===== src/rtl/dic_pkg.sv =====
package dic_pkg;
  localparam int DW          = 32;
  localparam int START_BIT   = 24;
  localparam int IRQEN_BASE  = 16;
  localparam int FLAG_BASE   = 24;
  localparam int DMA_STAT    = 3;
  localparam int AUDIO_STAT  = 9;
  localparam int IDX_ENABLE  = 8;
  localparam int IDX_ICTL    = 9;
  localparam int IDX_STATUS  = 10;
  localparam int IDX_MASK    = 11;

  function automatic int enable_pos(input int ch);
    return 4 * ch + 3;
  endfunction
endpackage


===== src/rtl/dic_chan.sv =====
module dic_chan
  import dic_pkg::*;
(
  input  logic          clk,
  input  logic          rst,
  input  logic          wr_hit,
  input  logic [DW-1:0] wr_data,
  input  logic          chan_en,
  input  logic          done,
  output logic [DW-1:0] ctrl_q,
  output logic          start_q,
  output logic          complete
);
  logic busy;
  assign busy     = ctrl_q[START_BIT];
  assign complete = done && busy;

  always_ff @(posedge clk) begin
    if (rst) begin
      ctrl_q  <= '0;
      start_q <= 1'b0;
    end else begin
      start_q <= wr_hit && wr_data[START_BIT] && chan_en;
      if (wr_hit)
        ctrl_q <= wr_data;
      else if (complete)
        ctrl_q[START_BIT] <= 1'b0;
    end
  end


  start_needs_enable_chk: assert property (@(posedge clk) disable iff (rst)
    start_q |-> $past(wr_hit && wr_data[START_BIT] && chan_en));


  busy_clear_chk: assert property (@(posedge clk) disable iff (rst)
    (done && busy && !wr_hit) |=> !ctrl_q[START_BIT]);
endmodule


===== src/rtl/dic_ictl.sv =====
module dic_ictl
  import dic_pkg::*;
#(
  parameter int NUM_CH = 4
) (
  input  logic              clk,
  input  logic              rst,
  input  logic              wr_hit,
  input  logic [DW-1:0]     wr_data,
  input  logic [NUM_CH-1:0] complete,
  output logic [DW-1:0]     ictl_q,
  output logic              dma_evt
);
  localparam int LOW_W  = FLAG_BASE;
  localparam int HIGH_W = DW - FLAG_BASE;

  logic [NUM_CH-1:0] set_evt;
  logic [DW-1:0]     base;
  logic [DW-1:0]     nxt;

  assign set_evt = complete & ictl_q[IRQEN_BASE +: NUM_CH];
  assign dma_evt = |set_evt;

  always_comb begin
    base = ictl_q;
    if (wr_hit) begin
      base[LOW_W-1:0]  = wr_data[LOW_W-1:0];
      base[DW-1:LOW_W] = ictl_q[DW-1:LOW_W] & ~wr_data[DW-1:LOW_W];
    end
    nxt = base;
    nxt[FLAG_BASE +: NUM_CH] = base[FLAG_BASE +: NUM_CH] | set_evt;
  end

  always_ff @(posedge clk) begin
    if (rst) ictl_q <= '0;
    else     ictl_q <= nxt;
  end

  genvar g;
  generate
    for (g = 0; g < NUM_CH; g++) begin : g_flag_chk

      flag_rise_chk: assert property (@(posedge clk) disable iff (rst)
        $rose(ictl_q[FLAG_BASE+g]) |-> $past(complete[g] && ictl_q[IRQEN_BASE+g]));

      flag_wins_chk: assert property (@(posedge clk) disable iff (rst)
        (complete[g] && ictl_q[IRQEN_BASE+g]) |=> ictl_q[FLAG_BASE+g]);
    end
  endgenerate


  upper_w1c_chk: assert property (@(posedge clk) disable iff (rst)
    (wr_hit && complete == '0) |=>
      ((ictl_q[DW-1:LOW_W] & ~$past(ictl_q[DW-1:LOW_W])) == '0));

  logic unused_w;
  assign unused_w = ^HIGH_W;
endmodule


===== src/rtl/dic_stat.sv =====
module dic_stat
  import dic_pkg::*;
(
  input  logic          clk,
  input  logic          rst,
  input  logic          wr_stat,
  input  logic          wr_mask,
  input  logic [DW-1:0] wr_data,
  input  logic          dma_evt,
  input  logic          audio,
  output logic [DW-1:0] stat_q,
  output logic [DW-1:0] mask_q,
  output logic          irq_q
);
  logic [DW-1:0] nxt;

  always_comb begin
    nxt = wr_stat ? (stat_q & mask_q & wr_data) : stat_q;
    nxt[DMA_STAT]   = nxt[DMA_STAT] | dma_evt;
    nxt[AUDIO_STAT] = nxt[AUDIO_STAT] | audio;
  end

  always_ff @(posedge clk) begin
    if (rst) begin
      stat_q <= '0;
      mask_q <= '0;
      irq_q  <= 1'b0;
    end else begin
      stat_q <= nxt;
      if (wr_mask) mask_q <= wr_data;
      irq_q  <= |(stat_q & mask_q);
    end
  end


  audio_set_chk: assert property (@(posedge clk) disable iff (rst)
    audio |=> stat_q[AUDIO_STAT]);


  dma_set_chk: assert property (@(posedge clk) disable iff (rst)
    dma_evt |=> stat_q[DMA_STAT]);


  irq_high_chk: assert property (@(posedge clk) disable iff (rst)
    irq_q |-> $past(|(stat_q & mask_q)));


  irq_low_chk: assert property (@(posedge clk) disable iff (rst)
    !irq_q |-> !$past(|(stat_q & mask_q)));


  stat_no_new_chk: assert property (@(posedge clk) disable iff (rst)
    (wr_stat && !dma_evt && !audio) |=> ((stat_q & ~$past(stat_q)) == '0));
endmodule


===== src/rtl/dma_irq_ctrl.sv =====
module dma_irq_ctrl
  import dic_pkg::*;
#(
  parameter int NUM_CH = 4,
  parameter int AW     = 4
) (
  input  logic              clk,
  input  logic              rst,
  input  logic              wr_en,
  input  logic [AW-1:0]     wr_addr,
  input  logic [31:0]       wr_data,
  input  logic              rd_en,
  input  logic [AW-1:0]     rd_addr,
  output logic [31:0]       rd_data,
  output logic              rd_valid,
  output logic [NUM_CH-1:0] xfer_start,
  input  logic [NUM_CH-1:0] xfer_done,
  input  logic              audio_irq,
  output logic              irq
);
  logic [DW-1:0]     ctrl  [NUM_CH];
  logic [NUM_CH-1:0] complete;
  logic [DW-1:0]     en_q;
  logic [DW-1:0]     ictl_q;
  logic [DW-1:0]     stat_q;
  logic [DW-1:0]     mask_q;
  logic              dma_evt;
  logic [DW-1:0]     rd_mux;

  always_ff @(posedge clk) begin
    if (rst) en_q <= '0;
    else if (wr_en && wr_addr == AW'(IDX_ENABLE)) en_q <= wr_data;
  end

  genvar g;
  generate
    for (g = 0; g < NUM_CH; g++) begin : g_ch
      dic_chan u_chan (
        .clk      (clk),
        .rst      (rst),
        .wr_hit   (wr_en && wr_addr == AW'(g)),
        .wr_data  (wr_data),
        .chan_en  (en_q[enable_pos(g)]),
        .done     (xfer_done[g]),
        .ctrl_q   (ctrl[g]),
        .start_q  (xfer_start[g]),
        .complete (complete[g])
      );
    end
  endgenerate

  dic_ictl #(.NUM_CH(NUM_CH)) u_ictl (
    .clk      (clk),
    .rst      (rst),
    .wr_hit   (wr_en && wr_addr == AW'(IDX_ICTL)),
    .wr_data  (wr_data),
    .complete (complete),
    .ictl_q   (ictl_q),
    .dma_evt  (dma_evt)
  );

  dic_stat u_stat (
    .clk     (clk),
    .rst     (rst),
    .wr_stat (wr_en && wr_addr == AW'(IDX_STATUS)),
    .wr_mask (wr_en && wr_addr == AW'(IDX_MASK)),
    .wr_data (wr_data),
    .dma_evt (dma_evt),
    .audio   (audio_irq),
    .stat_q  (stat_q),
    .mask_q  (mask_q),
    .irq_q   (irq)
  );

  always_comb begin
    rd_mux = '0;
    for (int i = 0; i < NUM_CH; i++)
      if (rd_addr == AW'(i)) rd_mux = ctrl[i];
    if (rd_addr == AW'(IDX_ENABLE)) rd_mux = en_q;
    if (rd_addr == AW'(IDX_ICTL))   rd_mux = ictl_q;
    if (rd_addr == AW'(IDX_STATUS)) rd_mux = stat_q;
    if (rd_addr == AW'(IDX_MASK))   rd_mux = mask_q;
  end

  always_ff @(posedge clk) begin
    if (rst) begin
      rd_data  <= '0;
      rd_valid <= 1'b0;
    end else begin
      rd_valid <= rd_en;
      if (rd_en) rd_data <= rd_mux;
    end
  end


  rd_valid_chk: assert property (@(posedge clk) disable iff (rst)
    rd_valid |-> $past(rd_en));


  start_onehot_chk: assert property (@(posedge clk) disable iff (rst)
    $onehot0(xfer_start) || !$stable(wr_addr) || $past(wr_en));
endmodule


===== config.mk =====
export PLATFORM = sky130hd
export DESIGN_NAME = dma_irq_ctrl
export DESIGN_NICKNAME = d
export VERILOG_FILES = /design/src/rtl/dic_pkg.sv /design/src/rtl/dic_chan.sv /design/src/rtl/dic_ictl.sv /design/src/rtl/dic_stat.sv /design/src/rtl/dma_irq_ctrl.sv
export SDC_FILE = /design/constraint.sdc
export NUM_CORES = 1
export LEC_CHECK = 0
export ABC_CLOCK_PERIOD_IN_PS = 1900
export BUFFER_PORTS_ARGS = -buffer_cell sky130_fd_sc_hd__clkbuf_2
export CORE_MARGIN = 5
export CORE_UTILIZATION = 45
export CTS_CLUSTER_DIAMETER = 60
export DETAILED_ROUTE_END_ITERATION = 6
export PLACE_DENSITY_LB_ADDON = 0.2
export SLEW_MARGIN = 10
export SYNTH_ARGS = -nofsm -noshare
export SYNTH_HDL_FRONTEND = slang
export SYNTH_SLANG_ARGS = --single-unit

===== constraint.sdc =====
create_clock -name clk -period 1.9 [get_ports clk]
set_clock_uncertainty 0.05 [all_clocks]
set_input_delay 0.19 -clock clk [delete_from_list [all_inputs] [get_ports clk]]
set_output_delay 0.19 -clock clk [all_outputs]
set_load 0.02 [all_outputs]

Word-level counts from Yosys, hierarchy flattened
Index checks and enable logic that the tools add are counted.
{"block": "totals", "register_bits": 294, "latch_bits": 0, "ram_bits": 0, "rom_bits": 0, "wordCells": 89, "memories": 0}
{"block": "classes", "add_sub_neg": 0, "mul": 0, "n_div": 0, "magnitude_cmp": 0, "eq_ne": 14, "shifts": 0, "muxes": 18, "n_bitwise": 8, "reduce_logical": 28}
{"operator": "32-bit two-way mux", "count": 8}
{"operator": "32-bit bitwise AND", "count": 2}
{"operator": "4-bit equality test, second input constant", "count": 8}
{"operator": "32-bit OR reduction", "count": 1}
{"operator": "28-bit two-way mux", "count": 1}
{"operator": "1-bit logical AND", "count": 20}
{"operator": "4-bit by 2-bit equality test with 1-bit output, second input constant", "count": 4}
{"operator": "10-bit two-way mux", "count": 1}
{"operator": "8-bit bitwise AND", "count": 1}
{"operator": "4-bit by 1-bit equality test with 1-bit output, second input constant", "count": 2}
{"operator": "4-bit logical NOT", "count": 2}
{"operator": "1-bit two-way mux", "count": 8}
{"operator": "8-bit NOT", "count": 1}
{"operator": "2-bit nonzero test", "count": 4}
{"operator": "4-bit bitwise AND", "count": 1}
{"operator": "4-bit OR", "count": 1}
{"operator": "4-bit OR reduction", "count": 1}
{"operator": "1-bit OR", "count": 2}

Longest topological paths before layout
Gate-level depths: netlist of the first run.
{"block": "logic_depth", "word_depth": 9, "mapped_depth": 7, "ltp_nobuf": 4}

Modules after synthesis
From an unflattened synthesis of the first run, not the netlist that was laid out.
{"block": "hier_totals", "cells_unflattened": 1402, "area_unflattened_um2": 12942.4}
{"mod": "dic_chan", "instances": 4, "cells_per_inst": 108, "area_each_um2": 1172.4, "seq_area_each_um2": 660.6}
{"mod": "dma_irq_ctrl", "instances": 1, "cells_per_inst": 601, "area_each_um2": 4677.0, "seq_area_each_um2": 1301.2}
{"mod": "dic_stat", "instances": 1, "cells_per_inst": 261, "area_each_um2": 2404.8, "seq_area_each_um2": 1301.2}
{"mod": "dic_ictl", "instances": 1, "cells_per_inst": 108, "area_each_um2": 1171.1, "seq_area_each_um2": 640.6}

Worst setup path after synthesis of the first run
OpenSTA, ideal clock, no wires.
{"block": "synth_timing", "path_type": "input -> register", "from": "input rd_addr[0]", "to": "register rd_data[12]", "setup_ps": 144, "arrival_time_ps": 1239, "setup_slack_ps": 467, "stages": 5, "path_buffers": 2, "path_cell_list": "buf_4 > buf_4 > mux4_2 > o21bai_1 > a221oi_2"}
{"block": "synth_via", "elab_chain_cells": 9, "elab_cells_between_ends": 16, "classes_between": "eq/ne (7); mux (8); reduce/logical (1)"}
{"element": "start, declared", "line_no": "dma_irq_ctrl.sv:13", "text": "input logic [AW-1:0] rd_addr,"}
{"element": "4-bit logical NOT", "line_no": "dma_irq_ctrl.sv:78", "text": "if (rd_addr == AW'(i)) rd_mux = ctrl[i];"}
{"element": "32-bit two-way mux (4 in a row)", "line_no": "dma_irq_ctrl.sv:78"}
{"element": "32-bit two-way mux", "line_no": "dma_irq_ctrl.sv:79", "text": "if (rd_addr == AW'(IDX_ENABLE)) rd_mux = en_q;"}
{"element": "32-bit two-way mux", "line_no": "dma_irq_ctrl.sv:80", "text": "if (rd_addr == AW'(IDX_ICTL)) rd_mux = ictl_q;"}
{"element": "32-bit two-way mux", "line_no": "dma_irq_ctrl.sv:81", "text": "if (rd_addr == AW'(IDX_STATUS)) rd_mux = stat_q;"}
{"element": "32-bit two-way mux *", "line_no": "dma_irq_ctrl.sv:82", "text": "if (rd_addr == AW'(IDX_MASK)) rd_mux = mask_q;"}
{"element": "end signal, assigned", "line_no": "dma_irq_ctrl.sv:91", "text": "if (rd_en) rd_data <= rd_mux;"}
{"element": "end, declared", "line_no": "dma_irq_ctrl.sv:14", "text": "output logic [31:0] rd_data,"}
Mark *: on every way between the ends. The rest lies on a longest branch, timed or not.
A chain may end at the register's enable or synchronous reset.

==> run summary, run 1 <==
The flow ran to the end, and the final reports show no timing, DRC or antenna violations. Traced cell by cell, the critical path runs through dlygate4sd3_1 -> buf_2 -> buf_12 -> nor2b_1 -> nand2b_1 -> o32ai_1. After routing, the total negative slack on setup checks comes to 0 ns. The final setup violation count came out at 0.

The internal power of the cells is 10.9 mW. In this design, the largest share of critical-path delay is due to buffers and inverters. Yosys attributes the largest share of cell area to sky130_fd_sc_hd__dfxtp_1 (46%), sky130_fd_sc_hd__nand2_1 (13%), sky130_fd_sc_hd__a21oi_1 (10%).

Across all hold checks on the routed design, the worst slack comes to 0.0130 ns. The total vias in the final route is 11200. Along the worst hold path, the cell count comes to 3. By instance count, the leading cell after synthesis is sky130_fd_sc_hd__nand2_1. The type of element launching the critical path is a primary input. The critical path in this run is classified as in -> reg. During I/O placement, the number of pins put on the boundary was 87. The tree is rooted in a sky130_fd_sc_hd__clkbuf_16.

The number of antenna diodes is 0. Setup repair after global routing left no endpoint under its margin. The final critical-path setup slack is 0.370 ns. The clock transition at the register clock pins on the worst setup and hold paths after CTS is 0.06 ns. The count of unique library cells instantiated by Yosys is 50. At the worst endpoint, the required time is 2.26 ns.

The class of the most critical hold timing path is in -> reg. The worst max-slew margin expressed relative to the limit came out at 64.5%. Ranked by instance count, the synthesized netlist is headed by sky130_fd_sc_hd__nand2_1 (444), sky130_fd_sc_hd__dfxtp_1 (294), sky130_fd_sc_hd__a21oi_1 (260).

The area growth from synthesis to final layout is 18.0%. The global route total overflow is 0. The combined buffer and inverter count along the critical path is 3. The number of cells on the critical path is 6. The data arrival time of the critical path came out at 1.89 ns. The post-CTS setup buffer count is 0. The fraction of power spent switching nets came out at 23.2%. The portion of total power attributed to sequential cells came out at 44.6%.

The number of enable flip-flop cells after synthesis came out at 0. Clock tree synthesis inserted a total of 34 buffers. The part of the total power dissipated in the clock network is 47.8%. The most used flip-flop cell after synthesis is sky130_fd_sc_hd__dfxtp_1. The length in cells of the worst reg-to-reg path came out at 4. The net load switching power came out at 3.29 mW. The initial antenna violation count came to 2. The share of power burned in combinational logic came out at 7.7%. For this run, design rule violations remaining after detail routing come to 0. The final cycle utilization of the critical path came out at 80.5%. The initial utilization of the core area, before any placement, comes to 45.9%. The layout filler cell count came out at 2589. The area fraction of the dominant cell type after synthesis came out at 45.9%.

The height of the die is 179 microns. The post-synthesis cell area is 12800 sq um. The first-pass detailed-route iteration total is 6. Along the worst path, the maximum fanout reaches 40. The synthesized netlist net count came out at 1549. The post-route minimum period came out at 1.53 ns.

Max-cap violations in this run came to 0. Using the TritonRoute via totals, the vias-per-cell ratio works out to 5.70. The proportion of synthesized chip area in sequential cells came out at 45.9%. The longest individual stage delay on the worst path is 0.52 ns. The sequential cell area came out at 5890 sq um. Summed over all cells, the static leakage comes to 5.53 nW. The areal power density over the cells is 941 nW/um^2. The transition at the pin with the smallest max-transition slack came out at 0.533 ns. TritonCTS built the clock tree. The die covers 31900 sq um. The maximum count of clock buffers along a single path came out at 3. The total count of hold-check failures in the final report came out at 0.

The Yosys warning count is 0. The fmax came out at 654 MHz. Post-CTS repair changed the size of 0 cells.

The H-tree was split into 2 levels. The library cell occupying the most area in the post-synthesis netlist is sky130_fd_sc_hd__dfxtp_1. The violation count after the first detailed-route iteration came out at 1117. The average footprint of a synthesized cell came out at 8.54 sq um.

The net count of the finished layout is 1615. The number of placement rows is 61. The core footprint is 27900 sq um. The first global-routing pass estimated 62.4 mm of wire. In the final layout, the share of cells above drive strength 1 is 16.3%.

The average wire length per cell after detail routing came out at 20.5 microns. The number of port buffers came out at 86. The register bit total from synthesis is 294. The global routing usage summed across all routing layers is 25.1%. At the end of routability-driven placement, the weighted congestion stood at 0.854. The tree built by TritonCTS fans out to 294 sinks.

Once detailed placement completed, the half-perimeter wirelength came to 25.2 mm. Synthesis produced 1500 cells. The largest individual stage delay along the critical path comes from the cell sky130_fd_sc_hd__dlygate4sd3_1.

The post-placement worst setup slack is 0.201 ns. The number of nets with antenna violations after detailed routing is 0. The largest net degree at the start of global routing came out at 47. The via count of the first global-routing pass is 10600.

The peak ir drop on the vdd network came out at 499 uV. The die is 179 microns wide. The worst setup path is captured at a flip-flop. The number of slew-limit violations in the final report came to 0.

The area used by multi-input combinational logic came out at 6110 sq um. The proportion of register bits with asynchronous set or reset after synthesis is 0%. The total design power came out at 14.2 mW.

The overall routed net length came out at 40.3 mm. The later pin in the worst-skew pair is clocked with a latency of 0.51 ns.
==> cells in the final DEF (no fill, tap or decap), types with 6 or more instances in the layout <==
master,count
sky130_fd_sc_hd__nor2b_1,6
sky130_fd_sc_hd__clkbuf_16,37
sky130_fd_sc_hd__a211o_1,26
sky130_fd_sc_hd__nand3b_1,6
sky130_fd_sc_hd__buf_12,15
sky130_fd_sc_hd__mux4_2,26
sky130_fd_sc_hd__nor3b_1,33
sky130_fd_sc_hd__nand2b_1,9
sky130_fd_sc_hd__dlygate4sd3_1,36
sky130_fd_sc_hd__buf_4,46
sky130_fd_sc_hd__o21bai_1,26
sky130_fd_sc_hd__clkbuf_2,83
sky130_fd_sc_hd__nor2_1,35
sky130_fd_sc_hd__dfxtp_1,294
sky130_fd_sc_hd__a221oi_1,11
sky130_fd_sc_hd__mux2i_1,60
sky130_fd_sc_hd__nand3_1,11
sky130_fd_sc_hd__a21oi_1,260
sky130_fd_sc_hd__a22oi_1,22
sky130_fd_sc_hd__clkbuf_8,13
sky130_fd_sc_hd__a221oi_2,15
sky130_fd_sc_hd__nand2_1,444
==> area by class of cell <==
cell class / count / share of cell area [%]
Inverter: 4 / 0.0993
Timing Repair Buffer: 183 / 9.60
Tap cell: 378 / 3.13
Clock buffer: 51 / 7.27
Multi-Input combinational cell: 1049 / 40.4
Sequential cell: 294 / 38.9
Clock inverter: 5 / 0.522
==> routing by layer <==
layer	track usage, %	up-vias	wire (microns)
met3	3.90	55	3030
met1	36.2	5425	18000
li1	-	5280	-
met2	39.4	437	18400
met4	6.49	4	821
met5	0	-	19
==> worst reg2reg max path, stage by stage (launching register included) <==
cell and delay (ns):
sky130_fd_sc_hd__dfxtp_1 0.34, sky130_fd_sc_hd__a22oi_1 0.40, sky130_fd_sc_hd__nand4_1 0.16, sky130_fd_sc_hd__nor4_1 0.29, sky130_fd_sc_hd__nor2_1 0.10
==> final timing paths <==
check | slack, ns | start | endpoint
min reg2reg | 0.40 | u_ictl.ictl_q[30] | u_ictl.ictl_q[30]
max | 0.37 | rd_en | rd_data[21]
max reg2reg | 0.44 | u_stat.mask_q[7] | u_stat.irq_q
min | 0.01 | wr_data[16] | en_q[16]
==> timing repair <==
action	CTS	global route
hold buffers	36	0
endpoints found under the hold margin	207	0
setup endpoints to repair	0	0
==> logic make-up (layout without fill, tap and decap cells) <==
group | count (synthesis) | in the layout | share of synthesized area (%)
AOI/OAI and AO/OA | 386 | 386 | 18.8
buffers and inverters | 157 | 243 | 6.49
DFF | 294 | 294 | 45.9
muxes | 89 | 89 | 9.52
and+or+nand+nor | 574 | 574 | 19.2
==> sequential cells by signal, indices dropped and copies added (netlist names) <==
signal,cells
u_stat.mask_q,32
u_stat.irq_q,1
rd_valid,1
u_ictl.ictl_q,32
en_q,32
rd_data,32
g_ch.u_chan.ctrl_q,128
g_ch.u_chan.start_q,4
u_stat.stat_q,32
==> power groups by stage <==
stage,Combinational [mW],Sequential [mW],Clock [mW]
floorplan,0.648,6.49,0
global placement,1.01,6.47,0
detailed placement,1.02,6.47,0
CTS,1.08,6.34,6.87
global route,1.17,6.34,7.14
finish,1.09,6.34,6.79
==> stage by stage <==
stage | utilization, % | std cells | cell area [sq um]
after floorplan | - | 1500 | 12800
after global routing | 54.1 | 1964 | 15100
after CTS | 54.1 | 1964 | 15100
after global placement | 48.6 | 1872 | 13600
final | 54.1 | 1964 | 15100
after detailed placement | 48.6 | 1872 | 13600
(Power assumes the default switching activity.)
==> run 2, diff against run 1 <==
--- a/config.mk
+++ b/config.mk
@@ -5,7 +5,7 @@
 export SDC_FILE = /design/constraint.sdc
 export NUM_CORES = 1
 export LEC_CHECK = 0
-export ABC_CLOCK_PERIOD_IN_PS = 1900
+export ABC_CLOCK_PERIOD_IN_PS = 1500
 export BUFFER_PORTS_ARGS = -buffer_cell sky130_fd_sc_hd__clkbuf_2
 export CORE_MARGIN = 5
 export CORE_UTILIZATION = 45
==> constraint.sdc (replaced) <==
create_clock -name clk -period 1.5 [get_ports clk]
set_clock_uncertainty 0.05 [all_clocks]
set_input_delay 0.15 -clock clk [delete_from_list [all_inputs] [get_ports clk]]
set_output_delay 0.15 -clock clk [all_outputs]
set_load 0.02 [all_outputs]
==> run summary, run 2 (same netlist as run 1, synthesis figures left out) <==
The number of flip-flops in the largest register came out at 128. The clock transition at the register clock pins on the worst setup and hold paths after CTS is 0.06 ns. The worst path uses 102% of the clock period. The library cell used most frequently in the layout, excluding fill and tap cells, is sky130_fd_sc_hd__nand2_1. The transition at the pin with the smallest max-transition slack is 0.464 ns.

The final RePlAce weighted congestion is 0.849. For this block, the routed nets add up to 41.5 mm of wire. The total design power came out at 17.5 mW. The post-route netlist has 18.3% of its cells at a drive strength greater than 1. The number of placement rows is 61.

The endpoint identified for the worst register-to-register timing path is u_stat.irq_q. The post-placement worst setup slack is -0.105 ns. The number of clock sinks is 294. In this run the remaining antenna-violating nets after routing total 0. The final critical-path setup slack came out at -0.0260 ns. The clock buffer count from CTS came out at 34. The data arrival time of the critical path is 1.86 ns. The via count of the first global-routing pass came out at 10800. The length in cells of the worst reg-to-reg path is 4. The slowest stage of the critical path is the sky130_fd_sc_hd__a22oi_1 cell. Using the TritonRoute via totals, the vias-per-cell ratio works out to 5.65. The signal on the critical path passes through a22oi_1 -> nand4_1 -> nor4_2 -> nor2_1. Before antenna repair, the detailed router went through 5 iterations. In this run the most critical hold path is launched from rst. The number of port buffers is 86. In this run the worst hold path is classified as in -> reg. The hold path depth came out at 3. The total half-perimeter wirelength after legalization and detailed placement is 26.2 mm. The maximum count of clock buffers along a single path came out at 3. Across the run, the number of max-cap violations was 0. The core footprint is 27900 sq um.

The top cell types in the final layout, fill and taps aside, are sky130_fd_sc_hd__nand2_1 (444), sky130_fd_sc_hd__dfxtp_1 (294), sky130_fd_sc_hd__a21oi_1 (260), sky130_fd_sc_hd__clkbuf_2 (83), sky130_fd_sc_hd__buf_4 (74). The worst setup path is captured at a flip-flop. The checks that failed: negative setup slack. The total vias in the final route came out at 11400. The largest net degree at the start of global routing is 34. The fmax is 655 MHz.

The peak ir drop on the vdd network came out at 732 uV. STA classifies the critical path startpoint as a flip-flop. Dividing the detail-routed wire length by the instance count gives 20.6 microns. The global routing usage summed across all routing layers is 25.7%.

The cell sitting at the root of the clock tree is a sky130_fd_sc_hd__clkbuf_16. The worst hold path terminates at rd_valid. For this run the aggregate overflow at the end of global routing stands at 0.

The violation count after the first detailed-route iteration came out at 1117. The total count of hold-check failures in the final report came out at 0. The worst max-slew margin expressed relative to the limit came out at 69.1%. The initial antenna violation count came out at 2. Setup violations remaining at the end of the flow were counted as 1. The die is 179 microns wide. The run finished, with violations left. The area enclosed by the die boundary came out at 31900 sq um. The boundary pin count came out at 87. The longest individual stage delay on the worst path came out at 0.37 ns. The height of the die is 179 microns. The maximum level of the CTS H-tree is 2. The number of slew-limit violations in the final report is 0.

The register with the most flip-flops is g_ch.u_chan.ctrl_q. The non-filler instance count after layout came out at 2011. Subtracting the final worst setup slack from the clock period gives 1.53 ns. The remaining design rule violation count is 0. The initial core utilization is 45.9%. The largest fanout of any net on the critical path is 4. The critical path data required time came out at 1.83 ns.

Hold timing on the final database bottoms out at a slack of 0.0772 ns. The first global-routing pass estimated 63.7 mm of wire. The total number of nets in the final design is 1663.

The launching point of the worst reg2reg path is u_stat.mask_q[16]. The register-to-register setup slack is -0.03 ns. TritonCTS built the clock tree. The clock reaches the later pin of the worst-skew pair after 0.51 ns. The leakage power is 5.79 nW. The areal power density over the cells is 1130 nW/um^2. Setup repair after global routing could not meet its margin everywhere. The area growth from synthesis to final layout came out at 21.6%. The number of cells in the design after placement is 1910. The kind of critical path is reg -> reg.
==> run 2: layer usage <==
metal	global-route usage (%)	up-vias	wire [microns]
met5	0	-	11
met4	6.62	2	894
met3	4.79	70	3420
met2	40.0	445	18500
met1	36.9	5476	18600
li1	-	5376	-
==> run 2: repair_timing <==
| item | in CTS | in global routing |
|---|---|---|
| setup buffers | 0 | 3 |
| endpoints found under the hold margin | 236 | 0 |
| hold buffers | 42 | 0 |
| setup endpoints to repair | 0 | 4 |
| gates resized for setup | 0 | 3 |
==> run 2: final cells by class <==
type,instances,area (sq um)
Timing Repair Buffer,231,2010
Clock buffer,48,1040
Multi-Input combinational cell,1049,6130
Antenna cell,1,2.50
Clock inverter,6,33.8
Sequential cell,294,5890
Fill cell,2596,12400
Tap cell,378,473
Inverter,4,15.0
==> run 2: power by group <==
group,switching [mW],internal (mW)
combinational,0.891,0.611
clock,3.23,4.78
sequential,0.0844,7.94
total,4.21,13.3
==> run 2: worst max-delay path: cells and delay by family, from the launching register on <==
family	cells	cell delay, ns
and+or+nand+nor	3	0.64
DFF	1	0.34
AOI/OAI and AO/OA	1	0.37
==> run 2: how the worst max path moves through the flow <==
stage	from	endpoint	slack, ns
6_report	u_stat.mask_q[16]	u_stat.irq_q	-0.03
3_3_place_gp	rd_addr[1]	rd_data[10]	-0.08
4_1_cts	u_stat.stat_q[0]	u_stat.irq_q	0.01
2_1_floorplan	rd_addr[0]	rd_data[12]	0.11
5_1_grt	wr_addr[3]	g_ch[0].u_chan.ctrl_q[24]	-0.04
3_5_place_dp	rd_addr[1]	rd_data[28]	-0.10
==> run 2: metrics by stage <==
stage	setup TNS, ns	cell area (sq um)	utilization, %
after floorplan	0	12800	-
after global placement	-0.613	14000	50.2
after detailed placement	-0.744	14000	50.2
after CTS	0	15500	55.5
after global routing	-0.0582	15600	55.8
final	-0.0260	15600	55.8
